$ cat src/rtl/mprx_pkg.sv
package mprx_pkg;

    localparam int DW = 8;

    typedef enum logic [2:0] {
        SMP_IDLE,
        SMP_START,
        SMP_DATA,
        SMP_MPB,
        SMP_STOP,
        SMP_HOLD
    } smp_state_e;

    typedef struct packed {
        logic [DW-1:0] data;
        logic          mp;
        logic          stop_bad;
    } frame_t;

    function automatic logic id_hit(input logic [DW-1:0] a, input logic [DW-1:0] b);
        return a == b;
    endfunction

    // Next skip state: host set dominates; an address frame re-evaluates.
    function automatic logic skip_next(input logic cur, input logic set,
                                       input logic valid, input logic mp,
                                       input logic cmp_en, input logic hit);
        if (set)
            return 1'b1;
        if (valid && mp)
            return cmp_en && !hit;
        return cur;
    endfunction

endpackage

$ cat src/rtl/mprx_sampler.sv
module mprx_sampler
    import mprx_pkg::*;
#(
    parameter int OSR  = 16,
    parameter int SYNC = 2
) (
    input  logic   clk,
    input  logic   rst,
    input  logic   rxd,
    input  logic   tick,
    output logic   frame_valid,
    output frame_t frame
);
    localparam int CW = $clog2(OSR);
    localparam int BW = $clog2(DW);
    localparam logic [CW-1:0] HALF = CW'(OSR / 2 - 1);
    localparam logic [CW-1:0] LAST = CW'(OSR - 1);
    localparam logic [BW-1:0] TOPB = BW'(DW - 1);

    logic [SYNC-1:0] sync_q;
    logic            rx_s;
    smp_state_e      state;
    logic [CW-1:0]   cnt;
    logic [BW-1:0]   bit_idx;
    logic [DW-1:0]   shreg;
    logic            mp_q;

    always_ff @(posedge clk) begin
        if (rst)
            sync_q <= '1;
        else
            sync_q <= {sync_q[SYNC-2:0], rxd};
    end
    assign rx_s = sync_q[SYNC-1];

    always_ff @(posedge clk) begin
        if (rst) begin
            state       <= SMP_IDLE;
            cnt         <= '0;
            bit_idx     <= '0;
            shreg       <= '0;
            mp_q        <= 1'b0;
            frame_valid <= 1'b0;
            frame       <= '0;
        end else begin
            frame_valid <= 1'b0;
            if (tick) begin
                case (state)
                    SMP_IDLE: begin
                        cnt <= '0;
                        if (!rx_s)
                            state <= SMP_START;
                    end
                    SMP_START: begin
                        if (cnt == HALF) begin
                            cnt     <= '0;
                            bit_idx <= '0;
                            state   <= rx_s ? SMP_IDLE : SMP_DATA;
                        end else begin
                            cnt <= cnt + 1'b1;
                        end
                    end
                    SMP_DATA: begin
                        if (cnt == LAST) begin
                            cnt   <= '0;
                            shreg <= {rx_s, shreg[DW-1:1]};
                            if (bit_idx == TOPB)
                                state <= SMP_MPB;
                            else
                                bit_idx <= bit_idx + 1'b1;
                        end else begin
                            cnt <= cnt + 1'b1;
                        end
                    end
                    SMP_MPB: begin
                        if (cnt == LAST) begin
                            cnt   <= '0;
                            mp_q  <= rx_s;
                            state <= SMP_STOP;
                        end else begin
                            cnt <= cnt + 1'b1;
                        end
                    end
                    SMP_STOP: begin
                        if (cnt == LAST) begin
                            cnt            <= '0;
                            frame_valid    <= 1'b1;
                            frame.data     <= shreg;
                            frame.mp       <= mp_q;
                            frame.stop_bad <= !rx_s;
                            state          <= rx_s ? SMP_IDLE : SMP_HOLD;
                        end else begin
                            cnt <= cnt + 1'b1;
                        end
                    end
                    SMP_HOLD: begin
                        if (rx_s)
                            state <= SMP_IDLE;
                    end
                    default: state <= SMP_IDLE;
                endcase
            end
        end
    end

    AST_VALID_PULSE: assert property (@(posedge clk) disable iff (rst)
        frame_valid |=> !frame_valid);

    AST_HOLD_UNTIL_HIGH: assert property (@(posedge clk) disable iff (rst)
        (state == SMP_HOLD && !rx_s) |=> (state == SMP_HOLD));

endmodule

$ cat src/rtl/mprx_skipctl.sv
module mprx_skipctl
    import mprx_pkg::*;
(
    input  logic          clk,
    input  logic          rst,
    input  logic          frame_valid,
    input  frame_t        frame,
    input  logic          skip_set,
    input  logic          idcmp_en,
    input  logic [DW-1:0] station_id,
    output logic          skip_q,
    output logic          accept
);
    logic hit;

    assign hit    = id_hit(frame.data, station_id);
    assign accept = frame_valid && (frame.mp || !skip_q);

    always_ff @(posedge clk) begin
        if (rst)
            skip_q <= 1'b0;
        else
            skip_q <= skip_next(skip_q, skip_set, frame_valid, frame.mp, idcmp_en, hit);
    end

    AST_SET_WINS: assert property (@(posedge clk) disable iff (rst)
        skip_set |=> skip_q);

    AST_ID_CLEARS: assert property (@(posedge clk) disable iff (rst)
        (frame_valid && frame.mp && !idcmp_en && !skip_set) |=> !skip_q);

    AST_MISMATCH_RESKIP: assert property (@(posedge clk) disable iff (rst)
        (frame_valid && frame.mp && idcmp_en && (frame.data != station_id)) |=> skip_q);

    AST_ID_ALWAYS_TAKEN: assert property (@(posedge clk) disable iff (rst)
        (frame_valid && frame.mp) |-> accept);

endmodule

$ cat src/rtl/mprx_rxbuf.sv
module mprx_rxbuf
    import mprx_pkg::*;
(
    input  logic          clk,
    input  logic          rst,
    input  logic          accept,
    input  frame_t        frame,
    input  logic          rd_strobe,
    output logic [DW-1:0] data_q,
    output logic          mp_q,
    output logic          done_q,
    output logic          ferr_q,
    output logic          oerr_q
);
    logic unread;

    assign unread = done_q && !rd_strobe;

    always_ff @(posedge clk) begin
        if (rst) begin
            data_q <= '0;
            mp_q   <= 1'b0;
            done_q <= 1'b0;
            ferr_q <= 1'b0;
            oerr_q <= 1'b0;
        end else begin
            if (rd_strobe) begin
                done_q <= 1'b0;
                ferr_q <= 1'b0;
                oerr_q <= 1'b0;
            end
            if (accept) begin
                if (unread) begin
                    oerr_q <= 1'b1;
                end else begin
                    data_q <= frame.data;
                    mp_q   <= frame.mp;
                    done_q <= 1'b1;
                    ferr_q <= frame.stop_bad;
                end
            end
        end
    end

    AST_OVR_KEEPS: assert property (@(posedge clk) disable iff (rst)
        (accept && done_q && !rd_strobe) |=> (oerr_q && $stable(data_q)));

    AST_DONE_NEEDS_ACCEPT: assert property (@(posedge clk) disable iff (rst)
        $rose(done_q) |-> $past(accept));

    AST_READ_CLEARS: assert property (@(posedge clk) disable iff (rst)
        (rd_strobe && !accept) |=> (!done_q && !ferr_q && !oerr_q));

endmodule

$ cat src/rtl/mpuart_rx.sv
module mpuart_rx
    import mprx_pkg::*;
#(
    parameter int OSR  = 16,
    parameter int SYNC = 2
) (
    input  logic          clk,
    input  logic          rst,
    input  logic          rxd,
    input  logic          baud_tick,
    input  logic          skip_set,
    input  logic          idcmp_en,
    input  logic [DW-1:0] station_id,
    input  logic          rd_strobe,
    output logic [DW-1:0] rx_data,
    output logic          rx_mpbit,
    output logic          rx_done,
    output logic          frame_err,
    output logic          overrun_err,
    output logic          skip_active
);
    logic   frame_valid;
    frame_t frame;
    logic   accept;

    mprx_sampler #(.OSR(OSR), .SYNC(SYNC)) u_sampler (
        .clk         (clk),
        .rst         (rst),
        .rxd         (rxd),
        .tick        (baud_tick),
        .frame_valid (frame_valid),
        .frame       (frame)
    );

    mprx_skipctl u_skip (
        .clk         (clk),
        .rst         (rst),
        .frame_valid (frame_valid),
        .frame       (frame),
        .skip_set    (skip_set),
        .idcmp_en    (idcmp_en),
        .station_id  (station_id),
        .skip_q      (skip_active),
        .accept      (accept)
    );

    mprx_rxbuf u_buf (
        .clk       (clk),
        .rst       (rst),
        .accept    (accept),
        .frame     (frame),
        .rd_strobe (rd_strobe),
        .data_q    (rx_data),
        .mp_q      (rx_mpbit),
        .done_q    (rx_done),
        .ferr_q    (frame_err),
        .oerr_q    (overrun_err)
    );

    AST_SKIP_SILENT: assert property (@(posedge clk) disable iff (rst)
        (frame_valid && skip_active && !frame.mp && !rd_strobe) |=>
        ($stable(rx_data) && $stable(rx_done) && $stable(frame_err) &&
         $stable(overrun_err) && $stable(rx_mpbit)));

endmodule

$ cat config.mk
export PLATFORM = sky130hd
export DESIGN_NAME = mpuart_rx
export DESIGN_NICKNAME = d
export VERILOG_FILES = /design/src/rtl/mprx_pkg.sv /design/src/rtl/mprx_sampler.sv /design/src/rtl/mprx_skipctl.sv /design/src/rtl/mprx_rxbuf.sv /design/src/rtl/mpuart_rx.sv
export SDC_FILE = /design/constraint.sdc
export NUM_CORES = 1
export LEC_CHECK = 0
export BUFFER_PORTS_ARGS = -buffer_cell sky130_fd_sc_hd__buf_2
export CAP_MARGIN = 20
export CORE_UTILIZATION = 59
export CTS_BUF_LIST = sky130_fd_sc_hd__clkbuf_4
export DETAILED_ROUTE_END_ITERATION = 6
export PLACE_DENSITY = 0.81
export SLEW_MARGIN = 40
export SYNTH_ARGS = -nofsm -noshare
export SYNTH_HDL_FRONTEND = slang
export SYNTH_HIERARCHICAL = 1
export SYNTH_SLANG_ARGS = --single-unit
$ cat constraint.sdc
create_clock -name clk -period 2.1 [get_ports clk]
set_clock_uncertainty 0.1 [all_clocks]
set_input_delay 0.42 -clock clk [delete_from_list [all_inputs] [get_ports clk]]
set_output_delay 0.42 -clock clk [all_outputs]
set_load 0.1 [all_outputs]
==> Word level (Yosys, flattened, before mapping) <==
Index checks and enable logic that the tools add are counted.
{ "classes": {"n_eq_ne": 17, "n_mux": 36, "add_sub_neg": 2, "n_reduce_logical": 22, "n_bitwise": 3} }
{ "op_table": {"columns": ["op", "count"], "rows": [
  ["3-bit 2-to-1 mux", 11],
  ["1-bit 2-to-1 mux", 19],
  ["3-bit one-hot mux with 6 select lines", 1],
  ["2-bit by 1-bit inequality test with 1-bit output (second input constant)", 6],
  ["4-bit one-hot mux with 3 select lines", 1],
  ["3-bit == test (second input constant)", 3],
  ["3-bit AND reduction", 3],
  ["8-bit == test", 1],
  ["4-bit 2-to-1 mux", 2],
  ["8-bit AND reduction", 1],
  ["3-bit by 2-bit == test with 1-bit output (second input constant)", 2],
  ["3-bit one-hot mux with 2 select lines", 1],
  ["3-bit OR reduction", 2],
  ["5-bit AND reduction", 1],
  ["4-bit by 1-bit adder with 4-bit output (second input constant)", 1],
  ["4-bit by 3-bit == test with 1-bit output (second input constant)", 1],
  ["4-bit == test (second input constant)", 1],
  ["1-bit logical AND", 4],
  ["1-bit zero test", 4],
  ["2-bit inequality test (second input constant)", 2],
  ["2-bit AND reduction", 2],
  ["2-bit nonzero test", 2],
  ["3-bit by 1-bit adder with 3-bit output (second input constant)", 1],
  ["3-bit by 1-bit == test with 1-bit output (second input constant)", 1],
  ["other kinds (5)", 7]
]} }
{ "word_totals": {"reg_bits": 45, "wordCells": 96} }

==> Logic depth before layout (Yosys ltp) <==
Gate-level depths: netlist of run 1.
{ "logic_depth": {"depth_word": 6, "ltp_mapped": 7} }

==> Cells and area by module <==
The synthesis of run 1 kept the hierarchy.
{ "modules_own_cells": {"columns": ["mod", "seq_area_each_um2", "n_inst", "area_per_inst_um2", "cells_each"], "rows": [
  ["mprx_sampler", 640.6, 1, 1443.9, 149],
  ["mprx_rxbuf", 240.2, 1, 539.3, 53],
  ["mprx_skipctl", 20.0, 1, 141.4, 18]
]} }

==> Least setup slack after synthesis of run 1 <==
OpenSTA, ideal clock, no wires.
{ "synth_path": {"kind": "register to register", "start": "register u_skip.skip_q", "end": "register u_buf.data_q[0]", "t_required_ns": 1.934, "arrival_time_ns": 1.729, "setup_time_ns": 0.066, "n_path_buf": 1, "period_less_slack_ns": 1.896, "path_stages_with_launch": 5, "slack_ns": 0.204, "cell_sequence": "dfxtp_1 a21boi_0 buf_2 a21bo_1 a21oi_2"} }
{ "synth_between": {"elab_chain_len": 4} }
{ "synth_rtl": {"columns": ["item", "line", "rtl"], "rows": [
  ["start, declared", "mprx_skipctl.sv:11", "output logic skip_q,"],
  ["start signal, assigned", "mprx_skipctl.sv:23", "skip_q <= skip_next(skip_q, skip_set, frame_valid, frame.mp, idcmp_en, hit);"],
  ["1-bit zero test", "mprx_skipctl.sv:17", "assign accept = frame_valid && (frame.mp || !skip_q);"],
  ["1-bit logical OR", "mprx_skipctl.sv:17", null],
  ["1-bit logical AND", "mprx_skipctl.sv:17", null],
  ["named net accept", "mpuart_rx.sv:24", "logic accept;"],
  ["2-bit AND reduction (no source line)", null, null],
  ["end signal, assigned", "mprx_rxbuf.sv:36", "data_q <= frame.data;"],
  ["end, declared", "mprx_rxbuf.sv:9", "output logic [DW-1:0] data_q,"]
]} }
The timed path passes the listed nets, and every way through them passes these cells.
A chain may end at the register's enable or synchronous reset.

==> Final worst setup path of run 1 <==
{ "layout_path": {"start": "register u_sampler.bit_idx[0]", "end": "register u_sampler.state[2]"} }
{ "layout_between": {"elab_chain_len": 3} }
{ "layout_rtl": {"columns": ["item", "line", "rtl"], "rows": [
  ["start, declared", "mprx_sampler.sv:24", "logic [BW-1:0] bit_idx;"],
  ["start signal, assigned", "mprx_sampler.sv:70", "bit_idx <= bit_idx + 1'b1;"],
  ["3-bit == test", "mprx_sampler.sv:67", "if (bit_idx == TOPB)"],
  ["2-bit by 1-bit inequality test with 1-bit output (no source line)", null, null],
  ["8-bit AND reduction (no source line)", null, null],
  ["end signal, assigned", "mprx_sampler.sv:58", "state <= rx_s ? SMP_IDLE : SMP_DATA;"],
  ["end signal, assigned", "mprx_sampler.sv:91", "state <= rx_s ? SMP_IDLE : SMP_HOLD;"],
  ["end, declared", "mprx_sampler.sv:22", "smp_state_e state;"]
]} }
Every way passes these cells.

==> results of run 1 <==
sequential cells by signal, indices dropped and copies added, names as in the netlist:
| name | count |
|---|---|
| u_sampler/shreg | 8 |
| u_buf/done_q | 1 |
| u_buf/oerr_q | 1 |
| u_sampler/frame_valid | 1 |
| u_sampler/state | 3 |
| u_buf/data_q | 8 |
| u_skip/skip_q | 1 |
| u_sampler/bit_idx | 3 |
| u_buf/ferr_q | 1 |
| u_sampler/cnt | 4 |
| u_buf/mp_q | 1 |
| u_sampler/frame | 10 |
| u_sampler/mp_q | 1 |
| u_sampler/sync_q | 2 |
metal layers:
metal / wire [µm] / vias up
li1: - / 833
met1: 1930 / 763
met2: 1620 / 34
met3: 144 / 7
met4: 68 / 0
met5: 0 / -
worst max path at each step:
stage                               from                 end  slack, ps
floorplan                  u_skip/skip_q     u_buf/data_q[0]        200
global placement               baud_tick  u_sampler/frame[5]        250
detailed placement  u_sampler/bit_idx[0]  u_sampler/state[2]        190
CTS                 u_sampler/bit_idx[0]  u_sampler/state[2]        190
global route        u_sampler/bit_idx[0]  u_sampler/state[2]         70
finish              u_sampler/bit_idx[0]  u_sampler/state[2]        200
cell usage after synthesis, drive strengths merged, types with 3 or more instances:
library cell	instances
xnor2	8
nand3	18
nand2b	4
a21oi	17
ha	3
mux2i	21
clkbuf	4
nor3	6
nor2	28
nand2	7
dfxtp	45
buf	9
a22oi	3
nand4	4
a21bo	9
inv	7
o21ai	4
cell families after synthesis:
kind of cell	count (synthesis)	synth area share, %
AND/OR/NAND/NOR	75	18.6
AO/OA/AOI/OAI	48	19.3
flip-flops	45	42.4
multiplexers	21	9.89
buffers and inverters	20	4.77
XOR/XNOR	8	3.30
adder cells (fa/ha/maj)	3	1.77
critical path, stage by stage, from the launching register on:
cell and delay, ps:
sky130_fd_sc_hd__dfxtp_1 340, sky130_fd_sc_hd__ha_1 200, sky130_fd_sc_hd__ha_1 170, sky130_fd_sc_hd__nand2b_1 150
sky130_fd_sc_hd__a211oi_1 370, sky130_fd_sc_hd__a311oi_4 100, sky130_fd_sc_hd__a21boi_1 160, sky130_fd_sc_hd__o32ai_1 210
power groups by stage:
stage	combinational [mW]	clock (mW)	sequential [mW]
after floorplan	0.106	0	0.899
after global placement	0.132	0	0.901
final	0.133	0.400	0.884
after detailed placement	0.133	0	0.902
after global routing	0.146	0.449	0.886
after CTS	0.134	0.411	0.884
layout make-up:
cell class / instances / area (µm²) / share of cell area [%]
clock buffers: 6 / 45.0 / 1.94
clock inverters: 2 / 10.0 / 0.430
well taps: 46 / 57.6 / 2.47
flip-flops and latches: 45 / 901 / 38.7
inverters: 7 / 26.3 / 1.13
repair buffers: 31 / 165 / 7.10
multi-input cells: 155 / 1120 / 48.2
==> impl_summary.txt, run 1 <==
----------------------------------------------------
[Pwr]
  Combinational share of power ... 9.4%
  Relative contribution of sequential cells to total power ... 62.3%
  Switching power ... 0.359 mW
  Switching part of the total power ... 25.3%
  Highest ir drop seen on vdd ... 0.414 mV
  Share of total power in the clock network ... 28.2%
  Internal Dissipation ... 1.06 mW
  Leakage power total ... 0.848 nW
  Post-layout total power ... 1.42 mW
  Power density normalized to cell area ... 609 nW/µm²

[Yosys]
  Post-synth top flop ... sky130_fd_sc_hd__dfxtp_1
  Number of instances in the synthesized netlist ... 220
  Ranking of synthesized cells by area ... sky130_fd_sc_hd__dfxtp_1 (42%), sky130_fd_sc_hd__mux2i_1 (9.9%), sky130_fd_sc_hd__nor2_1 (4.4%)
  Cell type with the highest aggregate area in the netlist ... sky130_fd_sc_hd__dfxtp_1
  Number of warnings issued by yosys ... 6
  Share of the yosys chip area belonging to registers ... 42.4%
  Summed instance area of the synthesized netlist ... 2120 µm²
  Flop and latch count out of synthesis ... 45
  Async SR Flop Fraction ... 0%
  Area share of the leading cell type in the synthesized netlist ... 42.4%
  Post-synth EDFFs ... 0
  Distinct cells, synth ... 46
  Post-Syn Nets ... 238
  Average cell area after synthesis ... 9.66 µm²

[Floorplan]
  Die X ... 62.0 µm
  Vertical die dimension ... 62.0 µm
  Number of core rows ... 21
  Starting density of the core ... 62.7%
  Top-Level Pins ... 28
  Die area ... 3840 µm²
  Core region area ... 3390 µm²

[Layout]
  Post-Layout Cell Count ... 292
  Layout cell share with drive strength beyond 1 ... 24.4%
  Most common library cell in the layout ignoring fill and taps ... sky130_fd_sc_hd__dfxtp_1
  Most used cells in the layout excluding fill and tap cells ... sky130_fd_sc_hd__dfxtp_1 (45), sky130_fd_sc_hd__buf_2 (27), sky130_fd_sc_hd__nor2_1 (25)
  Fin area ... 2330 µm²
  N_diodes ... 0
  Post-layout nets ... 263
  Area Overhead vs Synth ... 9.54%
  Filler cell count in the final layout ... 276
  Final core utilization ... 68.7%

[STA]
  Final Hold Vio Count ... 0
  Hold_ws ... 153 ps
  Fin crit share ... 90.4%
  Number of pins with negative max-slew slack in the final report ... 0
  Final Worst Setup Slack ... 203 ps
  Headroom to the max-slew limit ... 62.9%
  Finish-stage setup viols ... 0
  Transition time at the pin with the least slew margin ... 555 ps
  Unrepaired setup endpoints after global routing ... false
  Clock period minus worst slack ... 1900 ps
  Timing-limited maximum frequency ... 0.527 GHz
  Total Negative Setup Slacks ... 0 ps

[Critical path]
  Worst setup path class ... reg2reg
  Data arrival time of the worst path ... 2050 ps
  Terminus of the critical flop-to-flop path ... u_sampler/state[2]
  Setup slack on the worst flop-to-flop path ... 200 ps
  Worst Path Max Fanout ... 4
  Reg-to-Reg Start ... u_sampler/bit_idx[0]
  Type of element launching the critical path ... register
  Worst EP required ... 2260 ps
  Number of cell instances on the worst register-to-register path ... 7
  Sort of element at the end of the critical path ... register

[Detailed routing]
  DRC violations left ... 0
  Routed vias/inst ... 5.61
  Initial DRT Pass Iterations ... 4
  Count of antenna-violating nets left after detailed routing ... 0
  Routed WL per cell ... 12.9 µm
  Final Routed Wirelength ... 3760 µm
  Initial DRC count ... 114
  Total vias in the final route ... 1,637

[Global routing]
  Wire length of the first global-routing pass ... 5870 µm
  Met3 usage in global routing ... 4.35%
  Initial antenna violation count ... 0
  Via count of the first global-routing pass ... 1,315
  Busiest layer in global routing ... met2
  Total GRT Usage ... 20.9%
  Global route overflow ... 0
  Maximum number of pins on one net before global-route repair ... 27
  GR Layer Usage met1 ... 29.3%
  GR Util met2 ... 30.5%

[Job]
  Max Cap Viol ... 0

[Worst hold path]
  Path class of the lowest-slack min-delay path ... in2reg
  Endpoint, Worst Hold ... u_sampler/sync_q[0]
  Count of cells along the worst hold path ... 2
  Worst Hold Launch ... rxd

[Clock network]
  Max Buffers Root-to-Sink ... 2
  Master cell of the clock root buffer ... sky130_fd_sc_hd__clkbuf_4
  TritonCTS Buffers ... 5
  Post-CTS Hold Buffers ... 0
  Number of post-CTS setup repair buffers ... 0
  Total clock sinks ... 45
  CTS H-tree depth ... 2
  Post-cts resize count ... 0
  Clock insertion delay at the later pin of the skew report ... 350 ps
  CTS tree ... built
  Clock-pin slew on the worst setup and hold paths ... 120 ps

[Placed design]
  Routability Congestion ... 0.840
  Total of buffers placed on input and output ports ... 27
  Placed cell area ... 2270 µm²
  Worst slack at placement ... 194 ps
  Number of placed cells counting well taps ... 284
  Hpwl dp ... 2610 µm

[Outcome]
  Run status ... finished clean

----------------------------------------------------
Note: power is estimated with default switching activity, not from simulation.
==> run 2: changes to the inputs <==
==> constraint.sdc (replaced) <==
create_clock -name clk -period 2.1 [get_ports clk]
set_clock_uncertainty 0.1 [all_clocks]
set_input_delay 0.105 -clock clk [delete_from_list [all_inputs] [get_ports clk]]
set_output_delay 0.105 -clock clk [all_outputs]
set_load 0.1 [all_outputs]
==> run 2 against run 1 <==
Power grew 2.1%. Die area is the same. Via count up 1.8%. Critical path depth unchanged. Wire length grew 8.0%. Cell count increased by 2.1%. Combinational power up 7%. Worst hold slack lost 44 ps. Global-route usage increased by 1.3 points. Sequential power about the same.
==> impl_summary.txt, run 2 (synthesis results as in run 1) <==
----------------------------------------------------
[Critical path]
  Worst Path Max Fanout ... 4 (unchanged)
  Reg-to-Reg Start ... u_sampler/bit_idx[0]
  Data arrival time of the worst path ... 2100 ps (+50 ps)
  Worst EP required ... 2280 ps (+20 ps)
  Type of element launching the critical path ... register
  Sort of element at the end of the critical path ... register
  CP startpoint ... u_sampler/bit_idx[0]
  Worst setup path class ... reg2reg

[Pwr]
  Combinational share of power ... 9.8% (+0.4 points)
  Power density normalized to cell area ... 603 nW/µm² (-1.1%)
  Internal Dissipation ... 1.06 mW (-0.19%)
  Switching power ... 0.390 mW (+8.6%)
  Highest ir drop seen on vdd ... 0.368 mV (-11%)
  Relative contribution of sequential cells to total power ... 61.0% (-1.3 points)
  Switching part of the total power ... 27.0% (+1.6 points)
  Post-layout total power ... 1.45 mW (+2.1%)
  Share of total power in the clock network ... 29.2% (+1.0 points)
  Leakage power total ... 0.873 nW (+3.0%)

[STA]
  Final Hold Vio Count ... 0 (unchanged)
  Fin crit share ... 91.8% (+1.5 points)
  Clock period minus worst slack ... 1930 ps (+31.3 ps)
  Total Negative Setup Slacks ... 0 ps (unchanged)
  Headroom to the max-slew limit ... 62.8% (-0.087 points)
  Finish-stage setup viols ... 0 (unchanged)
  Timing-limited maximum frequency ... 0.518 GHz (-1.6%)
  Transition time at the pin with the least slew margin ... 557 ps (+2.07 ps)
  Unrepaired setup endpoints after global routing ... false
  Hold_ws ... 109 ps (-44.0 ps)
  Number of pins with negative max-slew slack in the final report ... 0 (unchanged)

[Global routing]
  Via count of the first global-routing pass ... 1,357 (+3.2%)
  Global route overflow ... 0 (unchanged)
  Initial antenna violation count ... 0 (unchanged)
  Busiest layer in global routing ... met2
  Total GRT Usage ... 22.2% (+1.3 points)
  Met3 usage in global routing ... 5.59% (+1.2 points)
  Maximum number of pins on one net before global-route repair ... 27 (unchanged)
  GR Layer Usage met1 ... 30.4% (+1.1 points)
  Wire length of the first global-routing pass ... 6130 µm (+4.5%)
  GR Util met2 ... 33.6% (+3.0 points)

[Layout]
  Post-layout nets ... 269 (+2.3%)
  Fin area ... 2400 µm² (+3.2%)
  Most used cells in the layout excluding fill and tap cells ... sky130_fd_sc_hd__dfxtp_1 (45), sky130_fd_sc_hd__buf_2 (27), sky130_fd_sc_hd__nor2_1 (25)
  Register ranked first by flip-flop count ... u_sampler/frame
  Leading registers by flop count ... u_sampler/frame (10), u_buf/data_q (8), u_sampler/shreg (8)
  Area Overhead vs Synth ... 13.0%
  Largest register FFs ... 10 (unchanged)
  Layout cell share with drive strength beyond 1 ... 24.2% (-0.18 points)
  Most common library cell in the layout ignoring fill and taps ... sky130_fd_sc_hd__dfxtp_1
  N_diodes ... 0 (unchanged)

[Floorplan]
  Die area ... 3840 µm² (unchanged)
  Number of core rows ... 21 (unchanged)
  Die X ... 62.0 µm (unchanged)
  Core region area ... 3390 µm² (unchanged)
  Top-Level Pins ... 28 (unchanged)
  Starting density of the core ... 62.7% (unchanged)
  Vertical die dimension ... 62.0 µm (unchanged)

[Placed design]
  Hpwl dp ... 2770 µm (+6.2%)
  Routability Congestion ... 0.882 (+4.9%)
  Total of buffers placed on input and output ports ... 27 (unchanged)
  Placed cell area ... 2270 µm² (unchanged)

[Detailed routing]
  Routed vias/inst ... 5.59 (-0.22%)
  Total vias in the final route ... 1,667 (+1.8%)
  Routed WL per cell ... 13.6 µm (+5.8%)
  DRC violations left ... 0 (unchanged)
  Initial DRC count ... 73 (-36%)
  Count of antenna-violating nets left after detailed routing ... 0 (unchanged)
  Final Routed Wirelength ... 4060 µm (+8.0%)
  Initial DRT Pass Iterations ... 6 (+2)

[Worst hold path]
  Worst Hold Launch ... rst
  Path class of the lowest-slack min-delay path ... in2reg

[Clock network]
  Clock-pin slew on the worst setup and hold paths ... 140 ps (+20 ps)
  Max Buffers Root-to-Sink ... 2 (unchanged)
  CTS H-tree depth ... 2 (unchanged)
  TritonCTS Buffers ... 5 (unchanged)
  Master cell of the clock root buffer ... sky130_fd_sc_hd__clkbuf_4
  Post-cts resize count ... 0 (unchanged)
  CTS tree ... built
  Clock insertion delay at the later pin of the skew report ... 360 ps (about the same)
  Total clock sinks ... 45 (unchanged)

[Outcome]
  Run status ... finished clean

[Job]
  Max Cap Viol ... 0 (unchanged)

----------------------------------------------------
## run 2: cell types whose count changed in the layout (fill, tap and decap cells not counted)
cell / delta
sky130_fd_sc_hd__dlygate4sd3_1: +5
sky130_fd_sc_hd__buf_12: +1
sky130_fd_sc_hd__clkbuf_4: -1
sky130_fd_sc_hd__clkinv_2: -1
sky130_fd_sc_hd__clkinvlp_4: +1
sky130_fd_sc_hd__inv_6: +1
## run 2: metal layers
metal	up-vias	share of wire, %
met3	2	4.5
met2	41	46
met4	0	0.71
met1	785	49
met5	-	0
li1	839	-
## run 2: worst paths after layout
check,slack [ps],cells after the start,endpoint
max,170,7,u_sampler/state[2]
min,110,2,u_sampler/cnt[3]
max reg2reg,170,7,u_sampler/state[2]
min reg2reg,330,1,u_sampler/sync_q[1]
## run 2: metrics by stage
step                      util, %  setup slack (ps)  instances
after detailed placement     67.0               145        284
after CTS                    70.2               120        297
after floorplan                 -               204        220
final                        70.8               171        298
after global routing         70.8              20.7        298
after global placement       67.0               234        284
## run 2: power by group through the flow
stage	logic, mW	clock network [mW]	registers, mW
floorplan	0.106	0	0.899
global placement	0.131	0	0.900
detailed placement	0.133	0	0.901
CTS	0.141	0.438	0.882
global route	0.154	0.486	0.885
finish	0.142	0.423	0.882
## run 2: layout make-up
type / count / area, µm²
multi-input combinational: 155 / 1120
timing repair buffer: 37 / 235
inverter: 7 / 26.3
tap: 46 / 57.6
fill: 277 / 988
sequential: 45 / 901
clock inverter: 3 / 21.3
clock buffer: 5 / 37.5
## run 2: what timing repair did
item                       4_1_cts  5_1_grt
hold endpoints to repair         6        0
setup endpoints to repair        0        4
setup buffers                    0        1
hold buffers                     5        0
## run 2: critical path, stage by stage (launching register included)
cell,delay (ps)
sky130_fd_sc_hd__dfxtp_1,350
sky130_fd_sc_hd__ha_1,200
sky130_fd_sc_hd__ha_1,160
sky130_fd_sc_hd__nand2b_1,160
sky130_fd_sc_hd__a211oi_1,400
sky130_fd_sc_hd__a311oi_4,100
sky130_fd_sc_hd__a21boi_1,160
sky130_fd_sc_hd__o32ai_1,210
==> run 3: changes to the inputs <==
--- a/config.mk
+++ b/config.mk
@@ -13,2 +13,3 @@
 export PLACE_DENSITY = 0.81
+export REMOVE_ABC_BUFFERS = 1
 export SLEW_MARGIN = 40
==> constraint.sdc (replaced) <==
create_clock -name clk -period 2.1 [get_ports clk]
set_clock_uncertainty 0.1 [all_clocks]
set_input_delay 0.21 -clock clk [delete_from_list [all_inputs] [get_ports clk]]
set_output_delay 0.21 -clock clk [all_outputs]
set_load 0.1 [all_outputs]
==> run 3 against run 2 <==
Sequential power barely moved. Wire length fell by 7.7%. Flip-flop and latch count did not move. Non-clock buffer count fell by 5. Register-to-register slack barely moved. Setup slack got worse by 11 ps. Utilization fell by 2.0 points. Critical path type unchanged.
==> impl_summary.txt, run 3 (synthesis results as in run 1) <==
----------------------------------------------------
[Floorplan]
  Top-Level Pins ... 28 (unchanged)
  Starting density of the core ... 62.7% (unchanged)
  Core region area ... 3390 µm² (unchanged)
  Number of core rows ... 21 (unchanged)
  Vertical die dimension ... 62.0 µm (unchanged)
  Die X ... 62.0 µm (unchanged)
  Die area ... 3840 µm² (unchanged)

[Critical path]
  Reg-to-Reg Start ... u_sampler/cnt[0]
  Sort of element at the end of the critical path ... register
  Data arrival time of the worst path ... 2070 ps (-30 ps)
  Type of element launching the critical path ... register
  Worst EP required ... 2230 ps (-50 ps)
  Worst setup path class ... reg2reg
  Peak per-stage delay on the critical path ... 430 ps (+30 ps)
  Setup slack on the worst flop-to-flop path ... 160 ps (about the same)
  Worst Path Max Fanout ... 10 (+6)
  End point of the critical path ... u_sampler/frame[8]
  Terminus of the critical flop-to-flop path ... u_sampler/frame[8]
  Critical path's slowest cell ... sky130_fd_sc_hd__nor2_4
  CP startpoint ... u_sampler/cnt[0]
  CP Cell Sequence ... ha_1, nand4_1, nor2_4, mux2i_1, nor2_1
  Number of cell instances on the worst register-to-register path ... 5 (-2)

[Global routing]
  Total GRT Usage ... 22.3% (+0.082 points)
  Wire length of the first global-routing pass ... 6270 µm (+2.1%)
  Initial antenna violation count ... 0 (unchanged)
  Via count of the first global-routing pass ... 1,430 (+5.4%)
  Global route overflow ... 0 (unchanged)
  Maximum number of pins on one net before global-route repair ... 39 (+44%)

[STA]
  Unrepaired setup endpoints after global routing ... false
  Finish-stage setup viols ... 0 (unchanged)
  Headroom to the max-slew limit ... 66.4% (+3.6 points)
  Number of pins with negative max-slew slack in the final report ... 0 (unchanged)
  Final Hold Vio Count ... 0 (unchanged)
  Clock period minus worst slack ... 1940 ps (+11.4 ps)
  Timing-limited maximum frequency ... 0.515 GHz (-0.59%)
  Fin crit share ... 92.4% (+0.54 points)
  Transition time at the pin with the least slew margin ... 501 ps (-56.7 ps)
  Total Negative Setup Slacks ... 0 ps (unchanged)

[Detailed routing]
  Routed vias/inst ... 5.58 (-0.33%)
  Count of antenna-violating nets left after detailed routing ... 0 (unchanged)
  Total vias in the final route ... 1,628 (-2.3%)
  Initial DRC count ... 73 (unchanged)
  Initial DRT Pass Iterations ... 4 (-2)
  DRC violations left ... 0 (unchanged)
  Routed WL per cell ... 12.8 µm (-5.8%)
  Final Routed Wirelength ... 3750 µm (-7.7%)

[Layout]
  Most used cells in the layout excluding fill and tap cells ... sky130_fd_sc_hd__dfxtp_1 (45), sky130_fd_sc_hd__buf_2 (27), sky130_fd_sc_hd__nor2_1 (25)
  Most common library cell in the layout ignoring fill and taps ... sky130_fd_sc_hd__dfxtp_1
  Post-layout nets ... 264 (-1.9%)
  Fin area ... 2330 µm² (-2.8%)
  Layout cell share with drive strength beyond 1 ... 23.2% (-1.0 points)
  Post-Layout Cell Count ... 292 (-2.0%)
  Final core utilization ... 68.8% (-2.0 points)
  Largest register FFs ... 10 (unchanged)
  N_diodes ... 0 (unchanged)
  Register ranked first by flip-flop count ... u_sampler/frame
  Leading registers by flop count ... u_sampler/frame (10), u_buf/data_q (8), u_sampler/shreg (8)
  Area Overhead vs Synth ... 9.84%

[Pwr]
  Share of total power in the clock network ... 27.2% (-2.0 points)
  Combinational share of power ... 9.8% (about the same)
  Switching power ... 0.344 mW (-12%)
  Relative contribution of sequential cells to total power ... 63.0% (+2.0 points)
  Highest ir drop seen on vdd ... 0.492 mV (+34%)
  Leakage power total ... 0.846 nW (-3.1%)
  Switching part of the total power ... 24.6% (-2.4 points)
  Power density normalized to cell area ... 600 nW/µm² (-0.47%)
  Post-layout total power ... 1.40 mW (-3.3%)
  Internal Dissipation ... 1.06 mW (about the same)

[Placed design]
  Number of placed cells counting well taps ... 283 (-0.35%)
  Total of buffers placed on input and output ports ... 27 (unchanged)
  Hpwl dp ... 2580 µm (-6.7%)
  Placed cell area ... 2260 µm² (-0.33%)
  Routability Congestion ... 0.830 (-5.8%)

[Clock network]
  Clock-pin slew on the worst setup and hold paths ... 120 ps (-20 ps)
  TritonCTS Buffers ... 5 (unchanged)
  CTS H-tree depth ... 2 (unchanged)
  Number of post-CTS setup repair buffers ... 0 (unchanged)
  Master cell of the clock root buffer ... sky130_fd_sc_hd__clkbuf_4
  Post-cts resize count ... 0 (unchanged)
  Post-CTS Hold Buffers ... 2 (-3)
  Clock insertion delay at the later pin of the skew report ... 340 ps (-20 ps)
  CTS tree ... built
  Max Buffers Root-to-Sink ... 2 (unchanged)
  Total clock sinks ... 45 (unchanged)

[Job]
  Max Cap Viol ... 0 (unchanged)

[Worst hold path]
  Worst Hold Launch ... skip_set
  Path class of the lowest-slack min-delay path ... in2reg

[Outcome]
  Run status ... finished clean

----------------------------------------------------
-- run 3: layout make-up --
| type | count | area, µm² |
|---|---|---|
| Tap cell | 46 | 57.6 |
| Sequential cell | 45 | 901 |
| Timing Repair Buffer | 32 | 178 |
| Clock buffer | 6 | 45.0 |
| Multi-Input combinational cell | 155 | 1120 |
| Fill cell | 262 | 1060 |
| Clock inverter | 1 | 3.75 |
| Inverter | 7 | 26.3 |
-- run 3: metal layers --
layer / track usage (%) / vias up / routed length [µm]
met1: 30.1 / 759 / 1850
li1: - / 829 / -
met2: 34.7 / 35 / 1710
met5: 0 / - / 0
met3: 4.97 / 5 / 141
met4: 8.57 / 0 / 43
-- run 3: critical path, delay by kind of cell, from the launching register on --
| family | cells | cell delay, ps |
|---|---|---|
| and+or+nand+nor | 3 | 800 |
| adders and majority gates | 1 | 280 |
| DFF | 1 | 410 |
| muxes | 1 | 240 |
-- run 3: worst min-delay path by stage --
| stage | depth (start not counted) | slack [ps] | to |
|---|---|---|---|
| after floorplan | 1 | 170 | u_buf/data_q[0] |
| after global placement | 2 | 290 | u_sampler/sync_q[0] |
| after global routing | 3 | 20 | u_skip/skip_q |
| after CTS | 3 | 10 | u_skip/skip_q |
| final | 3 | 30 | u_skip/skip_q |
| after detailed placement | 2 | 290 | u_sampler/sync_q[0] |
-- run 3: power by group through the flow --
stage | Combinational (mW) | Clock, mW | Sequential, mW
final | 0.138 | 0.381 | 0.881
after global routing | 0.150 | 0.442 | 0.884
after CTS | 0.138 | 0.396 | 0.881
after detailed placement | 0.134 | 0 | 0.900
after global placement | 0.134 | 0 | 0.900
after floorplan | 0.0759 | 0 | 0.908
-- run 3: through the flow --
stage | hold slack (ps) | worst slack [ps]
2_1_floorplan | 172 | -537
3_3_place_gp | 293 | 237
3_5_place_dp | 294 | 186
4_1_cts | 14.1 | 169
5_1_grt | 15.1 | 45.4
6_report | 27.3 | 160
